### src/rtl/dic_pkg.sv
// Package: word map and channel layout of the dual-output interrupt controller.
// Assumes word-addressed access. The normal channel sits at words 0..3 and the fast
// channel repeats that layout eight words higher.
package dic_pkg;
    localparam int CHAN_COUNT   = 2;  // normal, fast
    localparam int CHAN_STRIDE  = 8;  // word distance between channel groups
    localparam int OFS_STATUS   = 0;  // masked status (per channel)
    localparam int OFS_RAW      = 1;  // raw level (per channel)
    localparam int OFS_EN_SET   = 2;  // enable set / enable readback
    localparam int OFS_EN_CLR   = 3;  // enable clear
    localparam int WRD_SOFT_SET = 4;  // software request set / readback
    localparam int WRD_SOFT_CLR = 5;  // software request clear
    localparam int CH_NORMAL    = 0;
    localparam int CH_FAST      = 1;
endpackage

### src/rtl/dic_enable_mask.sv
// Module: one enable mask that is changed only by set and clear writes.
// Assumes SET_ADDR != CLR_ADDR and W <= DATA_W. It resets to zero.
module dic_enable_mask #(
    parameter int W        = 32,
    parameter int DATA_W   = 32,
    parameter int ADDR_W   = 4,
    parameter int SET_ADDR = 2,
    parameter int CLR_ADDR = 3
) (
    input  logic              clk,
    input  logic              rst_n,
    input  logic              wr_en,
    input  logic [ADDR_W-1:0] addr,
    input  logic [W-1:0]      wbits,
    output logic [W-1:0]      mask_q
);
    logic hit_set;
    logic hit_clr;

    // Decode which of this mask's two write words is addressed.
    always_comb begin
        hit_set = wr_en && (addr == ADDR_W'(SET_ADDR));
        hit_clr = wr_en && (addr == ADDR_W'(CLR_ADDR));
    end

    // Mask register: OR on set, AND-NOT on clear.
    always_ff @(posedge clk) begin
        if (!rst_n)       mask_q <= '0;
        else if (hit_set) mask_q <= mask_q | wbits;
        else if (hit_clr) mask_q <= mask_q & ~wbits;
    end

    AST_SET_BITS_ON: assert property (@(posedge clk) disable iff (!rst_n)
        hit_set |=> ((mask_q & $past(wbits)) == $past(wbits)));
    AST_CLR_BITS_OFF: assert property (@(posedge clk) disable iff (!rst_n)
        hit_clr |=> ((mask_q & $past(wbits)) == '0));
    AST_MASK_HOLDS: assert property (@(posedge clk) disable iff (!rst_n)
        !(hit_set || hit_clr) |=> $stable(mask_q));
endmodule

### src/rtl/dic_soft_src.sv
// Module: software request bit for source 0, with set and clear words.
// Assumes only bit 0 of the write data matters. It resets to zero.
module dic_soft_src #(
    parameter int ADDR_W   = 4,
    parameter int SET_ADDR = 4,
    parameter int CLR_ADDR = 5
) (
    input  logic              clk,
    input  logic              rst_n,
    input  logic              wr_en,
    input  logic [ADDR_W-1:0] addr,
    input  logic              wbit0,
    output logic              soft_q
);
    logic do_set;
    logic do_clr;

    // A write acts only when bit 0 is 1.
    always_comb begin
        do_set = wr_en && wbit0 && (addr == ADDR_W'(SET_ADDR));
        do_clr = wr_en && wbit0 && (addr == ADDR_W'(CLR_ADDR));
    end

    // Software request flop.
    always_ff @(posedge clk) begin
        if (!rst_n)      soft_q <= 1'b0;
        else if (do_set) soft_q <= 1'b1;
        else if (do_clr) soft_q <= 1'b0;
    end

    AST_SOFT_RAISED: assert property (@(posedge clk) disable iff (!rst_n)
        do_set |=> soft_q);
    AST_SOFT_LOWERED: assert property (@(posedge clk) disable iff (!rst_n)
        do_clr |=> !soft_q);
endmodule

### src/rtl/dic_out_stage.sv
// Module: registered request output for one channel: high when any enabled raw bit is set.
// Assumes raw and mask are stable before the clock edge. It resets low.
module dic_out_stage #(
    parameter int W = 32
) (
    input  logic         clk,
    input  logic         rst_n,
    input  logic [W-1:0] raw,
    input  logic [W-1:0] mask,
    output logic         req_q
);
    // Register the reduction so the output is glitch-free and one cycle late.
    always_ff @(posedge clk) begin
        if (!rst_n) req_q <= 1'b0;
        else        req_q <= |(raw & mask);
    end

    AST_REQ_NEEDS_RAW: assert property (@(posedge clk) disable iff (!rst_n)
        req_q |-> $past(|raw));
    AST_REQ_NEEDS_MASK: assert property (@(posedge clk) disable iff (!rst_n)
        ($past(mask) == '0) |-> !req_q);
endmodule

### src/rtl/dic_read_mux.sv
// Module: read data selection for the register window.
// Assumes W <= DATA_W. Unlisted and clear-only words read as zero, and so does
// every word while rd_en is low.
module dic_read_mux
    import dic_pkg::*;
#(
    parameter int W      = 32,
    parameter int DATA_W = 32,
    parameter int ADDR_W = 4
) (
    input  logic              rd_en,
    input  logic [ADDR_W-1:0] addr,
    input  logic [W-1:0]      raw,
    input  logic [W-1:0]      en_norm,
    input  logic [W-1:0]      en_fast,
    output logic [DATA_W-1:0] rdata
);
    localparam int FB = CHAN_STRIDE;  // fast channel base word

    logic [W-1:0] sel;
    logic         sel_bit0;

    // Pick the word contents. Word 4 is handled as a single bit.
    always_comb begin
        sel      = '0;
        sel_bit0 = 1'b0;
        if (rd_en) begin
            case (int'(addr))
                OFS_STATUS:      sel = raw & en_norm;
                OFS_RAW:         sel = raw;
                OFS_EN_SET:      sel = en_norm;
                WRD_SOFT_SET:    sel_bit0 = raw[0];
                FB + OFS_STATUS: sel = raw & en_fast;
                FB + OFS_RAW:    sel = raw;
                FB + OFS_EN_SET: sel = en_fast;
                default:         sel = '0;
            endcase
        end
    end

    // Zero-extend the selection to the bus width.
    always_comb begin
        rdata          = '0;
        rdata[W-1:0]   = sel;
        rdata[0]       = sel[0] | sel_bit0;
    end
endmodule

### src/rtl/dual_irq_ctrl.sv
// Module: top level of the dual-output level interrupt controller.
// Assumes a single-cycle word-addressed bus with ADDR_W >= 4 and
// NUM_SRC <= DATA_W. Both outputs are registered so they can drive another instance.
module dual_irq_ctrl
    import dic_pkg::*;
#(
    parameter int NUM_SRC = 32,
    parameter int DATA_W  = 32,
    parameter int ADDR_W  = 4
) (
    input  logic               clk,
    input  logic               rst_n,
    input  logic [NUM_SRC-1:0] src_i,
    input  logic               wr_en,
    input  logic               rd_en,
    input  logic [ADDR_W-1:0]  addr,
    input  logic [DATA_W-1:0]  wdata,
    output logic [DATA_W-1:0]  rdata,
    output logic               irq_o,
    output logic               fiq_o
);
    logic [NUM_SRC-1:0]                 raw;
    logic                               soft_q;
    logic [CHAN_COUNT-1:0][NUM_SRC-1:0] en_q;
    logic [CHAN_COUNT-1:0]              req_q;

    // Raw vector: the hardware inputs, with the software request ORed into bit 0.
    always_comb begin
        raw    = src_i;
        raw[0] = src_i[0] | soft_q;
    end

    dic_soft_src #(
        .ADDR_W  (ADDR_W),
        .SET_ADDR(WRD_SOFT_SET),
        .CLR_ADDR(WRD_SOFT_CLR)
    ) u_soft (
        .clk   (clk),
        .rst_n (rst_n),
        .wr_en (wr_en),
        .addr  (addr),
        .wbit0 (wdata[0]),
        .soft_q(soft_q)
    );

    // One mask and one output stage per channel, laid out CHAN_STRIDE words apart.
    for (genvar ch = 0; ch < CHAN_COUNT; ch++) begin : g_chan
        localparam int BASE = ch * CHAN_STRIDE;

        dic_enable_mask #(
            .W       (NUM_SRC),
            .DATA_W  (DATA_W),
            .ADDR_W  (ADDR_W),
            .SET_ADDR(BASE + OFS_EN_SET),
            .CLR_ADDR(BASE + OFS_EN_CLR)
        ) u_mask (
            .clk   (clk),
            .rst_n (rst_n),
            .wr_en (wr_en),
            .addr  (addr),
            .wbits (wdata[NUM_SRC-1:0]),
            .mask_q(en_q[ch])
        );

        dic_out_stage #(
            .W(NUM_SRC)
        ) u_out (
            .clk  (clk),
            .rst_n(rst_n),
            .raw  (raw),
            .mask (en_q[ch]),
            .req_q(req_q[ch])
        );
    end

    dic_read_mux #(
        .W     (NUM_SRC),
        .DATA_W(DATA_W),
        .ADDR_W(ADDR_W)
    ) u_rd (
        .rd_en  (rd_en),
        .addr   (addr),
        .raw    (raw),
        .en_norm(en_q[CH_NORMAL]),
        .en_fast(en_q[CH_FAST]),
        .rdata  (rdata)
    );

    // Map the channel outputs onto the named ports.
    always_comb begin
        irq_o = req_q[CH_NORMAL];
        fiq_o = req_q[CH_FAST];
    end

    AST_IDLE_BUS_QUIET: assert property (@(posedge clk) disable iff (!rst_n)
        !rd_en |-> (rdata == '0));
    AST_SOFT_SHOWS_RAW: assert property (@(posedge clk) disable iff (!rst_n)
        (soft_q && rd_en && addr == ADDR_W'(OFS_RAW)) |-> rdata[0]);
endmodule

### config.mk
export PLATFORM = sky130hd
export DESIGN_NAME = dual_irq_ctrl
export DESIGN_NICKNAME = d
export VERILOG_FILES = /design/src/rtl/dic_pkg.sv /design/src/rtl/dic_enable_mask.sv /design/src/rtl/dic_soft_src.sv /design/src/rtl/dic_out_stage.sv /design/src/rtl/dic_read_mux.sv /design/src/rtl/dual_irq_ctrl.sv
export SDC_FILE = /design/constraint.sdc
export NUM_CORES = 1
export LEC_CHECK = 0
export ABC_AREA = 1
export BUFFER_PORTS_ARGS = -buffer_cell sky130_fd_sc_hd__buf_2
export CORE_MARGIN = 5
export CORE_UTILIZATION = 30
export DETAILED_ROUTE_END_ITERATION = 8
export SYNTH_ARGS = -nofsm -noshare
export SYNTH_HDL_FRONTEND = slang
export SYNTH_HIERARCHICAL = 1
export SYNTH_SLANG_ARGS = --single-unit
### constraint.sdc
create_clock -name clk -period 2.55 [get_ports clk]
set_input_delay 0.765 -clock clk [delete_from_list [all_inputs] [get_ports clk]]
set_output_delay 0.765 -clock clk [all_outputs]
set_load 0.1 [all_outputs]
Yosys cells after proc, flatten, opt, wreduce, memory -nomap -nowiden
Index checks and enable logic that the tools add are counted.
- reductions and logical operators: 14
- muxes and demuxes: 10
- equality and inequality tests: 9
- bitwise logic cells: 9
- operators by type and width (operator ; count):
    32-bit 2-to-1 mux ; 5
    32-bit one-hot mux with 5 select lines ; 1
    32-bit AND ; 4
    32-bit OR ; 2
    32-bit OR reduction ; 2
    32-bit NOT ; 1
    4-bit == test (second input constant) ; 4
    4-bit by 2-bit == test with 1-bit output (second input constant) ; 2
    4-bit by 3-bit == test with 1-bit output (second input constant) ; 2
    1-bit logical AND ; 7
    2-bit nonzero test ; 3
    4-bit by 1-bit == test with 1-bit output (second input constant) ; 1
    4-bit zero test ; 1
    1-bit 2-to-1 mux ; 4
    1-bit OR ; 2
    2-bit OR reduction ; 1
- input port bits: 72
- register bits: 67
- word-level logic and storage cells: 47
- output and inout port bits: 34

Depth between registers and ports, before layout
- word-level depth: 5
- mapped depth: 8
- mapped depth without buffers: 8

By module
The synthesis kept the hierarchy.
- modules (own cells, without submodules) (module ; times used ; area an instance (um^2) ; seq. area each (um^2) ; cells each):
    dic_read_mux ; 1 ; 1960.6 ; 0.0 ; 459
    dic_enable_mask (g_chan[0].u_mask) ; 1 ; 1432.6 ; 640.6 ; 183
    dic_enable_mask (g_chan[1].u_mask) ; 1 ; 1375.1 ; 640.6 ; 184
    dic_out_stage ; 2 ; 261.5 ; 20.0 ; 65
    dic_soft_src ; 1 ; 70.1 ; 20.0 ; 13
    dual_irq_ctrl ; 1 ; 11.3 ; 0.0 ; 3

Least setup slack after synthesis
OpenSTA, ideal clock, no wires.
- path type: input to output
- from: input port addr[0]
- to: output port rdata[0]
- buffers on the path: 2
- stages on the path: 4
- arrival time: 3.650 ns
- slack: -1.865 ns
- required time: 1.785 ns
- cells stage by stage: buf_2 > clkbuf_1 > o21ai_0 > a211oi_1
- longest elaborated chain between the ends: 5
- elaborated cells on any way between the ends: 13
- those cells by class: 6 x eq/ne; 4 x mux; 1 x bitwise; 2 x reduce/logical
- RTL lines (what ; line ; text):
    start, declared ; dual_irq_ctrl.sv:16 ; input logic [ADDR_W-1:0] addr,
    4-bit by 1-bit == test with 1-bit output or 4-bit == test (tied branches) ; dic_read_mux.sv:28 ; case (int'(addr))
    2-bit OR reduction (no line) ; -- ;
    32-bit one-hot mux with 5 select lines ; dic_read_mux.sv:28 ;
    32-bit 2-to-1 mux ; dic_read_mux.sv:27 ; if (rd_en) begin
    1-bit OR * ; dic_read_mux.sv:45 ; rdata[0] = sel[0] | sel_bit0;
    end, declared ; dual_irq_ctrl.sv:18 ; output logic [DATA_W-1:0] rdata,
Mark *: on every way between the ends. The rest lies on a longest branch, timed or not.

Final worst setup path
- from: input port addr[1]
- to: output port rdata[6]
- longest elaborated chain between the ends: 4
- elaborated cells on any way between the ends: 9
- those cells by class: 5 x eq/ne; 2 x mux; 2 x reduce/logical
- RTL lines (what ; line):
    4-bit by 1-bit == test with 1-bit output or 4-bit == test (tied branches) ; dic_read_mux.sv:28
    2-bit OR reduction (no line) ; --
    32-bit one-hot mux with 5 select lines * ; dic_read_mux.sv:28
    32-bit 2-to-1 mux * ; dic_read_mux.sv:27
Marks and branches as above.

==> impl_metrics.env <==
export IMPL_holdCritPathClass="reg -> reg"
export IMPL_cp_common_cell="buf_12"
export IMPL_grt_pass1_vias=6452
export IMPL_end_kind="output pin"
export IMPL_slowest_delay_ns=0.19
export IMPL_p_seq_frac=0.339
export IMPL_setup_ws_ns=-0.193
export IMPL_worst_ep_arrival_time_ns=1.98
export IMPL_power_frac_comb=0.258
export IMPL_start_util=0.302
export IMPL_p_sw_mw=1.08
export IMPL_synth_seq_cells=67
export IMPL_r2r_cells=8
export IMPL_fp_coreArea_um2=17800
export IMPL_powerDensity_nw_per_um2=388
export IMPL_timing_hold_ws_ns=0.480
export IMPL_ir_drop_uv=301
export IMPL_firstDrtPassIters=6
export IMPL_grt_use_total=0.212
export IMPL_avgRoutedWirePerCell_um=16.9
export IMPL_yosys_top_cells_area="dfxtp_1 (25%), nand2_1 (19%), nand3_1 (15%), nor2_1 (11%), a21oi_1 (9.0%)"
export IMPL_numCtsBuffers=9
export IMPL_cts_root_buf="clkbuf_16"
export IMPL_crit_required_ns=1.79
export IMPL_htree_levels=3
export IMPL_dieArea_um2=20700
export IMPL_drtIter0Drc=734
export IMPL_finalWirelength_um=22200
export IMPL_synth_area_leader_cell="dfxtp_1"
export IMPL_slew_headroom=0.679
export IMPL_synthCells=972
export IMPL_grt_max_degree=41
export IMPL_crit_fanout=8
export IMPL_r2r_end="g_chan[0].u_out/req_q"
export IMPL_period_share=1.08
export IMPL_async_reset_ff_frac=0
export IMPL_synth_top_area_share=0.250
export IMPL_rsz0062_at_grt="true"
export IMPL_grt_overflow=0
export IMPL_std_cell_rows=49
export IMPL_finalClockSkew_ns=0.00610
export IMPL_finalNetCount=1152
export IMPL_routed_via_density=5.31
export IMPL_area_growth_pct=53.0
export IMPL_insertion_delay_ns=0.34
export IMPL_synthesis_area_um2=5370
export IMPL_num_vias=6981
export IMPL_maxCapViolations=0
export IMPL_cts_max_path_buffers=2
export IMPL_swShare=0.338
export IMPL_chipHeight_um=144
export IMPL_fin_cells=1314
export IMPL_numPortBuffers=105
export IMPL_cp_start_kind="input pin"
export IMPL_violations="negative setup slack"
export IMPL_fin_setup_tns_ns=-5.04
export IMPL_outcome="complete, but fails checks"
export IMPL_ys_seq_area_frac=0.250
export IMPL_clock_fmax_mhz=365
export IMPL_crit_type="in -> out"
export IMPL_antenna_cells=0
export IMPL_antenna_found_initial=1
export IMPL_hold_violations=0
export IMPL_worstMarginPinSlew_ns=0.484
export IMPL_yosys_top_cells_count="nand2_1 (269), nand3_1 (161), nor2_1 (159), a21oi_1 (97), inv_1 (74)"
export IMPL_boundaryPins=106
export IMPL_cts_hold_buf=0
export IMPL_clkPwrFrac=0.404
export IMPL_crit_start="addr[1]"
export IMPL_synthesis_nets=1044
export IMPL_dp_hpwl_um=14500
export IMPL_multi_input_area_um2=4130
export IMPL_cp_cell_sequence="buf_12, nor2_4, buf_12, buf_12, nand3_2, nor2_2, nand2_2, a21oi_4, buf_12"
export IMPL_cell_internal_pwr_mw=2.11
export IMPL_synth_most_common_cell="nand2_1"
export IMPL_avgSynthCellArea_um2=5.53
export IMPL_whs_path_depth=2
export IMPL_power_static_leakage_nw=3.28
export IMPL_setup_viol=32
export IMPL_netlist_cell_type_count=19
export IMPL_tritoncts="built"
export IMPL_grt_first_pass_wirelength_um=34700
export IMPL_slew_violations=0
export IMPL_drc=0
export IMPL_synth_top_flop_cell="dfxtp_1"
export IMPL_place_inst=1286
export IMPL_seq_area_um2=1340
export IMPL_period_needed_ns=2.74
export IMPL_fillCellCount=1829
export IMPL_r2r_start="u_soft/soft_q"
export IMPL_die_w_um=144
export IMPL_numClockSinks=67
export IMPL_slowest_stage="buf_12"
export IMPL_yosys_warnings=6
export IMPL_postRouteAntennaNets=0
export IMPL_synth_edf_count=0
export IMPL_r2r_slack_ns=1.48
export IMPL_cts_clk_slew_worst_paths_ns=0.06
export IMPL_drive_gt1_frac=0.298
export IMPL_gp_congestion=0.858
-- kinds of logic after synthesis --
logic type	Yosys count	synth area share
and+or+nand+nor	659	0.535
buffers and inverters	147	0.123
AOI/OAI and AO/OA	99	0.0927
DFF	67	0.250
-- layout make-up --
type / count / share of cell area
inverters: 80 / 0.0376
repair buffers: 164 / 0.225
multi-input cells: 758 / 0.503
flip-flops and latches: 67 / 0.163
well taps: 229 / 0.0349
clock inverters: 7 / 0.00928
clock buffers: 9 / 0.0274
-- critical path: cells and delay by family --
| kind | cells | cell delay (ns) |
|---|---|---|
| buffers and inverters | 4 | 0.61 |
| and+or+nand+nor | 4 | 0.42 |
| AOI/OAI and AO/OA | 1 | 0.17 |
-- placed cells by master (no fill, tap or decap) --
cell type and n:
o21ai_1 1, buf_12 51, clkbuf_16 10, clkinv_2 2, bufinv_16 1, inv_6 3
inv_4 1, nand2_1 227, nand2_4 14, clkinvlp_4 2, clkinv_4 1, buf_2 69
nor2_4 9, bufbuf_16 1, buf_4 30, nor2_1 119, nor2_8 1, nand2_2 28
buf_6 8, nand2_8 1, a21oi_2 1, inv_2 4, dfxtp_1 67, nand3_2 14
a21oi_1 67, buf_16 4, nand3_4 2, nor2_2 36, a211oi_4 1, nand3_1 145
inv_1 73, a21oi_4 29, nand4_1 63
-- worst max path at each step --
stage / endpoint / slack, ns
finish: rdata[6] / -0.19
global route: rdata[6] / -0.24
CTS: rdata[31] / -0.17
detailed placement: rdata[13] / -0.19
global placement: rdata[31] / -0.18
floorplan: rdata[19] / -0.27
-- power by group through the flow --
stage / combinational [mW] / sequential [mW] / clock (mW)
floorplan: 0.387 / 1.12 / 0
global placement: 0.703 / 1.10 / 0
detailed placement: 0.706 / 1.10 / 0
CTS: 0.795 / 1.08 / 1.30
global route: 0.870 / 1.08 / 1.35
finish: 0.821 / 1.08 / 1.29
-- stage by stage --
step           utilization  cell area, um^2  worst slack (ns)  total power, mW
3_5_place_dp         0.405             7210            -0.194             1.81
2_1_floorplan            -             5820            -0.272             1.51
5_1_grt              0.462             8220            -0.242             3.30
6_report             0.462             8220            -0.193             3.19
4_1_cts              0.450             7990            -0.165             3.18
3_3_place_gp         0.405             7210            -0.175             1.81
-- metal layers --
metal	track usage	part of all wire	up-vias
met4	0.0728	0.022	2
met2	0.339	0.47	301
met1	0.287	0.43	3240
met5	0	0.00058	-
li1	-	-	3397
met3	0.0376	0.075	41
-- repair_timing --
item | in CTS | in global routing
buffers inserted | 6 | 1
pin swaps | 26 | 45
gates resized for setup | 69 | 79
cloned | 8 | 1
setup endpoints to repair | 32 | 32
No activity file was read; power rests on OpenSTA's default activity.
